### config.mk
export PLATFORM = sky130hd
export DESIGN_NAME = spi_reg_host
export DESIGN_NICKNAME = d
export VERILOG_FILES = /design/src/rtl/spi_reg_host_pkg.sv /design/src/rtl/spi_sclk_gen.sv /design/src/rtl/spi_byte_shift.sv /design/src/rtl/spi_reg_host.sv
export SDC_FILE = /design/constraint.sdc
export NUM_CORES = 1
export LEC_CHECK = 0
export ABC_CLOCK_PERIOD_IN_PS = 5650
export BUFFER_PORTS_ARGS = -buffer_cell sky130_fd_sc_hd__buf_2
export CORE_MARGIN = 2
export CORE_UTILIZATION = 45
export DETAILED_ROUTE_END_ITERATION = 16
export PLACE_DENSITY = 0.67
export SLEW_MARGIN = 20
export SYNTH_ARGS = -nofsm -noshare
export SYNTH_HDL_FRONTEND = slang
export SYNTH_SLANG_ARGS = --single-unit
### constraint.sdc
create_clock -name clk -period 5.65 [get_ports clk]
set_clock_uncertainty 0.15 [all_clocks]
set_input_delay 1.13 -clock clk [delete_from_list [all_inputs] [get_ports clk]]
set_output_delay 1.13 -clock clk [all_outputs]
set_load 0.05 [all_outputs]
### src/rtl/spi_reg_host_pkg.sv
package spi_reg_host_pkg;
    typedef enum logic [1:0] {ST_IDLE, ST_XFER, ST_GAP} host_st_e;
    typedef enum logic [1:0] {PH_HDR, PH_POLL, PH_PAY} xfer_ph_e;
endpackage

### src/rtl/spi_sclk_gen.sv
module spi_sclk_gen #(
    parameter int DIV_W = 8
) (
    input  logic             clk,
    input  logic             rst_n,
    input  logic             en,
    input  logic             run,
    input  logic [DIV_W-1:0] div,
    output logic             tick,
    output logic             sclk,
    output logic             rise,
    output logic             fall
);
    logic [DIV_W-1:0] cnt_d, cnt_q;
    logic             sclk_d, sclk_q;

    assign tick = en && (cnt_q == div);
    assign rise = tick && run && !sclk_q;
    assign fall = tick && run && sclk_q;
    assign sclk = sclk_q;

    always_comb begin
        cnt_d  = (!en || tick) ? '0 : cnt_q + DIV_W'(1);
        sclk_d = (!en || !run) ? 1'b0 : (tick ? !sclk_q : sclk_q);
    end

    always_ff @(posedge clk or negedge rst_n) begin
        if (!rst_n) begin
            cnt_q  <= '0;
            sclk_q <= 1'b0;
        end else begin
            cnt_q  <= cnt_d;
            sclk_q <= sclk_d;
        end
    end
endmodule

### src/rtl/spi_byte_shift.sv
module spi_byte_shift (
    input  logic       clk,
    input  logic       rst_n,
    input  logic       load,
    input  logic [7:0] load_byte,
    input  logic       rise,
    input  logic       fall,
    input  logic       miso,
    output logic       mosi,
    output logic [7:0] rx_byte,
    output logic       byte_done
);
    logic [7:0] tx_d, tx_q, rx_d, rx_q;
    logic [2:0] cnt_d, cnt_q;

    assign mosi      = tx_q[7];
    assign rx_byte   = rx_q;
    assign byte_done = fall && (cnt_q == 3'd7);

    always_comb begin
        tx_d  = tx_q;
        rx_d  = rx_q;
        cnt_d = cnt_q;
        if (rise) rx_d = {rx_q[6:0], miso};
        if (fall) begin
            tx_d  = {tx_q[6:0], 1'b0};
            cnt_d = cnt_q + 3'd1;
        end
        if (load) begin
            tx_d  = load_byte;
            cnt_d = '0;
        end
    end

    always_ff @(posedge clk or negedge rst_n) begin
        if (!rst_n) begin
            tx_q  <= '0;
            rx_q  <= '0;
            cnt_q <= '0;
        end else begin
            tx_q  <= tx_d;
            rx_q  <= rx_d;
            cnt_q <= cnt_d;
        end
    end
endmodule

### src/rtl/spi_reg_host.sv
module spi_reg_host
    import spi_reg_host_pkg::*;
#(
    parameter int DIV_W          = 8,
    parameter int WAIT_W         = 16,
    parameter int LEN_W          = 6,
    parameter int HDR_ADDR_BYTES = 3,
    parameter int GAP_PERIODS    = 2
) (
    input  logic                        clk,
    input  logic                        rst_n,
    input  logic [DIV_W-1:0]            cfg_div,
    input  logic [WAIT_W-1:0]           cfg_wait_max,
    input  logic                        cmd_valid,
    output logic                        cmd_ready,
    input  logic                        cmd_read,
    input  logic [LEN_W-1:0]            cmd_len_m1,
    input  logic [8*HDR_ADDR_BYTES-1:0] cmd_addr,
    input  logic [7:0]                  wr_data,
    output logic                        wr_pop,
    output logic                        rd_valid,
    output logic [7:0]                  rd_data,
    output logic                        done,
    output logic                        done_timeout,
    output logic                        sclk,
    output logic                        cs_n,
    output logic                        mosi,
    input  logic                        miso
);
    localparam int ADDR_W    = 8 * HDR_ADDR_BYTES;
    localparam int IDX_W     = $clog2(HDR_ADDR_BYTES + 1);
    localparam int GAP_TICKS = 2 * GAP_PERIODS;
    localparam int GAP_W     = $clog2(GAP_TICKS);

    typedef struct packed {
        host_st_e          st;
        xfer_ph_e          ph;
        logic              rd;
        logic [LEN_W-1:0]  len_m1;
        logic [ADDR_W-1:0] addr;
        logic [IDX_W-1:0]  idx;
        logic [WAIT_W-1:0] wcnt;
        logic [LEN_W-1:0]  pcnt;
        logic [GAP_W-1:0]  gcnt;
        logic              cs_n;
        logic              done;
        logic              tmo;
        logic              rdv;
        logic [7:0]        rdat;
    } host_regs_t;

    host_regs_t r_d, r_q;

    logic       tick, rise, fall, byte_done;
    logic       ld, pop, go_pay, go_end, go_tmo;
    logic [7:0] ld_byte, rx_byte;

    // Control byte: bit 7 direction, bit 6 zero, low bits count minus one.
    function automatic logic [7:0] ctrl_byte(input logic rd, input logic [LEN_W-1:0] lm1);
        logic [7:0] c;
        c            = '0;
        c[7]         = rd;
        c[LEN_W-1:0] = lm1;
        return c;
    endfunction

    // Address byte that follows header position idx, most significant first.
    function automatic logic [7:0] addr_byte(input logic [ADDR_W-1:0] a, input logic [IDX_W-1:0] idx);
        logic [ADDR_W-1:0] sh;
        sh = a << (8 * idx);
        return sh[ADDR_W-1 -: 8];
    endfunction

    spi_sclk_gen #(.DIV_W(DIV_W)) u_clk (
        .clk  (clk),
        .rst_n(rst_n),
        .en   (r_q.st != ST_IDLE),
        .run  (r_q.st == ST_XFER),
        .div  (cfg_div),
        .tick (tick),
        .sclk (sclk),
        .rise (rise),
        .fall (fall)
    );

    spi_byte_shift u_shift (
        .clk      (clk),
        .rst_n    (rst_n),
        .load     (ld),
        .load_byte(ld_byte),
        .rise     (rise),
        .fall     (fall),
        .miso     (miso),
        .mosi     (mosi),
        .rx_byte  (rx_byte),
        .byte_done(byte_done)
    );

    always_comb begin
        r_d      = r_q;
        r_d.done = 1'b0;
        r_d.tmo  = 1'b0;
        r_d.rdv  = 1'b0;
        ld       = 1'b0;
        ld_byte  = '0;
        pop      = 1'b0;
        go_pay   = 1'b0;
        go_end   = 1'b0;
        go_tmo   = 1'b0;
        unique case (r_q.st)
            ST_IDLE: begin
                if (cmd_valid) begin
                    r_d.st     = ST_XFER;
                    r_d.ph     = PH_HDR;
                    r_d.rd     = cmd_read;
                    r_d.len_m1 = cmd_len_m1;
                    r_d.addr   = cmd_addr;
                    r_d.idx    = '0;
                    r_d.cs_n   = 1'b0;
                    ld         = 1'b1;
                    ld_byte    = ctrl_byte(cmd_read, cmd_len_m1);
                end
            end
            ST_XFER: begin
                if (byte_done) begin
                    unique case (r_q.ph)
                        PH_HDR: begin
                            if (r_q.idx != IDX_W'(HDR_ADDR_BYTES)) begin
                                r_d.idx = r_q.idx + IDX_W'(1);
                                ld      = 1'b1;
                                ld_byte = addr_byte(r_q.addr, r_q.idx);
                            end else if (rx_byte[0]) begin
                                go_pay = 1'b1;
                            end else if (cfg_wait_max == '0) begin
                                go_tmo = 1'b1;
                            end else begin
                                r_d.ph   = PH_POLL;
                                r_d.wcnt = '0;
                                ld       = 1'b1;
                            end
                        end
                        PH_POLL: begin
                            if (rx_byte[0]) begin
                                go_pay = 1'b1;
                            end else if ((r_q.wcnt + WAIT_W'(1)) == cfg_wait_max) begin
                                go_tmo = 1'b1;
                            end else begin
                                r_d.wcnt = r_q.wcnt + WAIT_W'(1);
                                ld       = 1'b1;
                            end
                        end
                        PH_PAY: begin
                            if (r_q.rd) begin
                                r_d.rdv  = 1'b1;
                                r_d.rdat = rx_byte;
                            end
                            if (r_q.pcnt == r_q.len_m1) begin
                                go_end = 1'b1;
                            end else begin
                                r_d.pcnt = r_q.pcnt + LEN_W'(1);
                                ld       = 1'b1;
                                ld_byte  = r_q.rd ? 8'h00 : wr_data;
                                pop      = !r_q.rd;
                            end
                        end
                        default: ;
                    endcase
                end
            end
            ST_GAP: begin
                if (tick) begin
                    if (r_q.gcnt == GAP_W'(GAP_TICKS - 1)) r_d.st = ST_IDLE;
                    else r_d.gcnt = r_q.gcnt + GAP_W'(1);
                end
            end
            default: r_d.st = ST_IDLE;
        endcase
        if (go_pay) begin
            r_d.ph   = PH_PAY;
            r_d.pcnt = '0;
            ld       = 1'b1;
            ld_byte  = r_q.rd ? 8'h00 : wr_data;
            pop      = !r_q.rd;
        end
        if (go_end || go_tmo) begin
            r_d.st   = ST_GAP;
            r_d.gcnt = '0;
            r_d.cs_n = 1'b1;
            r_d.done = 1'b1;
            r_d.tmo  = go_tmo;
        end
    end

    always_ff @(posedge clk or negedge rst_n) begin
        if (!rst_n) begin
            r_q      <= '0;
            r_q.cs_n <= 1'b1;
        end else begin
            r_q <= r_d;
        end
    end

    assign cmd_ready    = (r_q.st == ST_IDLE);
    assign cs_n         = r_q.cs_n;
    assign done         = r_q.done;
    assign done_timeout = r_q.tmo;
    assign rd_valid     = r_q.rdv;
    assign rd_data      = r_q.rdat;
    assign wr_pop       = pop;
endmodule

==> impl_metrics.tcl <==
set metrics [dict create \
    slew_viol_final 0 \
    drc 0 \
    die_area_um2 13500 \
    clk_pin_slew_ps 60 \
    drive_above_1_share_pct 22.6 \
    first_global_vias 4364 \
    layout_common_cells "119 x nand2_1, 100 x dfrtp_1, 81 x buf_2, 40 x nor2_1, 32 x xnor2_1" \
    cts_hold_buf 0 \
    setup_slack_ps 1460 \
    cts_tree "built" \
    finalCritPeriodShare_pct 74.2 \
    cts-root-buf "clkbuf_16" \
    drv_cap 0 \
    final_area_um2 6440 \
    num_io_pins 83 \
    die-width_um 116 \
    dieHeight_um 116 \
    rsz0062_at_grt "false" \
    numCtsBuffers 9 \
    synth_fa_ha_area_share_pct 1.55 \
    hold_viol_final 0 \
    viasPerCell 5.53 \
    fmax_mhz 239 \
    synth_top_area_cell "dfrtp_1" \
    crit_path_end_kind "primary output" \
    firstDrtPassIters 5 \
    synth_xor_area_share_pct 7.73 \
    netlist.area_leader.share_pct 44.2 \
    grt-ovfl-total 0 \
    wl_per_cell_um 15.6 \
    dp_slack_ps 1470 \
    grt_max_degree 54 \
    fin_setup_tns_ps 0 \
    synth_top_flop_cell "dfrtp_1" \
    synth_top_family_by_area "simple AND/OR/NAND/NOR gates" \
    initial_core_util_pct 46.6 \
    yosys.area_share.simple_pct 20.6 \
    dpl-instance-area_um2 6120 \
    p_clk_share_pct 35.5 \
    clock_sinks 101 \
    swShare_pct 27.6 \
    insertion_delay_ps 350 \
    hpwl_mm 9.31 \
    syn2layout_area_growth_pct 13.7 \
    cp-startpoint "cfg_div[6]" \
    synth-edff-count 0 \
    num_vias 4599 \
    switchingPower_mw 0.513 \
    worstMarginPinSlew_ps 700 \
    ff2ff_setup_slack_ps 1990 \
    synth_compound_area_share_pct 13.2 \
    layout.nets 733 \
    required_ps 4370 \
    synthArstFlopShare_pct 100 \
    core_area_um2 12200 \
    seqPwrFrac_pct 48.9 \
    drtIter0Drc 363 \
    syn_area_per_cell_um2 9.47 \
    antenna_found_initial 0 \
    io_buffers 82 \
    grt_first_pass_wirelength_mm 21.9 \
    cts_max_level 3 \
    powerDensity_nw_per_um2 288 \
    internal_power_mw 1.34 \
    clockBufferDepth 2 \
    worstSetupPathType "input pin to primary output" \
    yosysSeqAreaShare_pct 44.6 \
    ys_ff_latch 101 \
    yosysWarnings 0 \
    post-cts-setup-buffers 0 \
    cts_resized 0 \
    synth_cells 598 \
    p_comb_share_pct 15.6 \
    antenna_left 0 \
    finalSetupViolCount 0 \
    worstSetupStartpointType "input pin" \
    cp.arrival_ps 2910 \
    leakagePower_nw 2.97 \
    min_period_ps 4190 \
    rows 40 \
    syn_area_um2 5660 \
    syn_nets 672 \
    slew_headroom_pct 53.3 \
    hold_path_startpoint "r_q[61]" \
    hp-class "register to register" \
    cp_max_fo 15 \
    synth.area.mux_share_pct 7.64 \
    track_usage_pct 20.6 \
    final_common_cell "nand2_1" \
    wl_mm 13.0 \
    yosysUniqueCellTypes 60 \
    diodes 0 \
    vdd_ir_drop_max_uv 247 \
    place.gp.congestion 0.930 \
    status "finished clean" \
    synth_area_leaders "dfrtp_1 44%, nand2_1 8.0%, xnor2_1 4.9%, mux2i_1 4.1%, mux2_2 3.6%" \
    worstReg2RegStart "r_q[20]" \
    fillers 1143 \
]
[per-layer routing]
layer / track usage (%) / wire length, um
met5: 0 / 0
met2: 31.2 / 5920
met3: 4.93 / 801
met4: 5.32 / 212
met1: 29.9 / 6030
[critical path, cell delays in order]
cell and delay, ps:
buf_2 100, xnor2_1 140, nand4_1 220, nor2_2 290, nand4_2 120, buf_4 210
a211oi_1 360, buf_2 350
[Yosys cell counts, types with 2 or more instances]
cell type / count
and2_1: 3
o32ai_1: 2
or3_1: 4
a41oi_1: 3
dfrtp_1: 100
nand2b_1: 4
o22ai_1: 7
a22oi_1: 3
a211oi_1: 2
inv_1: 15
nor2_2: 2
a22o_1: 2
a21oi_1: 15
nor3_2: 3
nand4_1: 8
ha_1: 7
a21oi_2: 7
nor3b_1: 2
buf_1: 2
nand4_2: 4
nand2_1: 120
clkbuf_1: 15
o21ai_0: 15
nor2_1: 40
xor2_1: 18
o21ai_1: 10
o41ai_1: 3
and3_1: 2
a31oi_1: 10
buf_4: 9
nor2b_1: 7
buf_2: 8
o211ai_1: 2
nor4_1: 7
and4_1: 4
nand3b_1: 3
nor3_1: 9
xnor2_1: 32
a2111oi_4: 2
a21o_1: 2
mux2_2: 18
o31ai_1: 14
nand3_1: 14
mux2i_1: 23
[cell type report]
class                           count  area [um2]  area share (%)
Multi-Input combinational cell    445        2880            44.7
Sequential cell                   101        2530            39.3
Timing Repair Buffer               86         443            6.88
Clock buffer                       10         229            3.56
Tap cell                          168         210            3.26
Clock inverter                      6        87.6            1.36
Inverter                           16        60.1           0.933
[worst paths after layout]
path,cells after the start,to
worst max-delay path,8,wr_pop
worst min-delay path,2,r_q[61]
worst max register to register,9,r_q[21]
worst min register to register,2,r_q[61]
max in group asynchronous,2,r_q[16]
min in group asynchronous,1,r_q[30]
[sequential cells by signal, indices dropped and copies added, names as in the netlist]
register,count
done,1
u_shift.rx_byte,8
rd_valid,1
rd_data,8
u_clk.cnt_q,8
r_q,61
cs_n,1
done_timeout,1
u_clk.sclk,1
u_shift.cnt_q,3
u_shift.tx_q,8
[logic make-up after synthesis]
family                   Yosys count
buffers and inverters             52
AO/OA/AOI/OAI                    104
adder cells (fa/ha/maj)            7
multiplexers                      41
AND/OR/NAND/NOR                  243
XOR/XNOR                          50
flip-flops                       101
[power groups by stage]
stage	combinational, mW	sequential, mW	clock, mW
2_1_floorplan	0.201	0.902	0
3_3_place_gp	0.284	0.913	0
3_5_place_dp	0.292	0.919	0
4_1_cts	0.294	0.907	0.673
5_1_grt	0.334	0.922	0.702
6_report	0.290	0.907	0.658
[metrics by stage]
stage          utilization [%]  cells  total power [mW]  hold WS (ps)
2_1_floorplan                -    598              1.10           295
3_3_place_gp              50.3    816              1.20           309
3_5_place_dp              50.3    816              1.21           312
4_1_cts                   52.9    832              1.87           328
5_1_grt                   52.9    832              1.96           349
6_report                  52.9    832              1.85           325
Note: power is estimated with default switching activity, not from simulation.
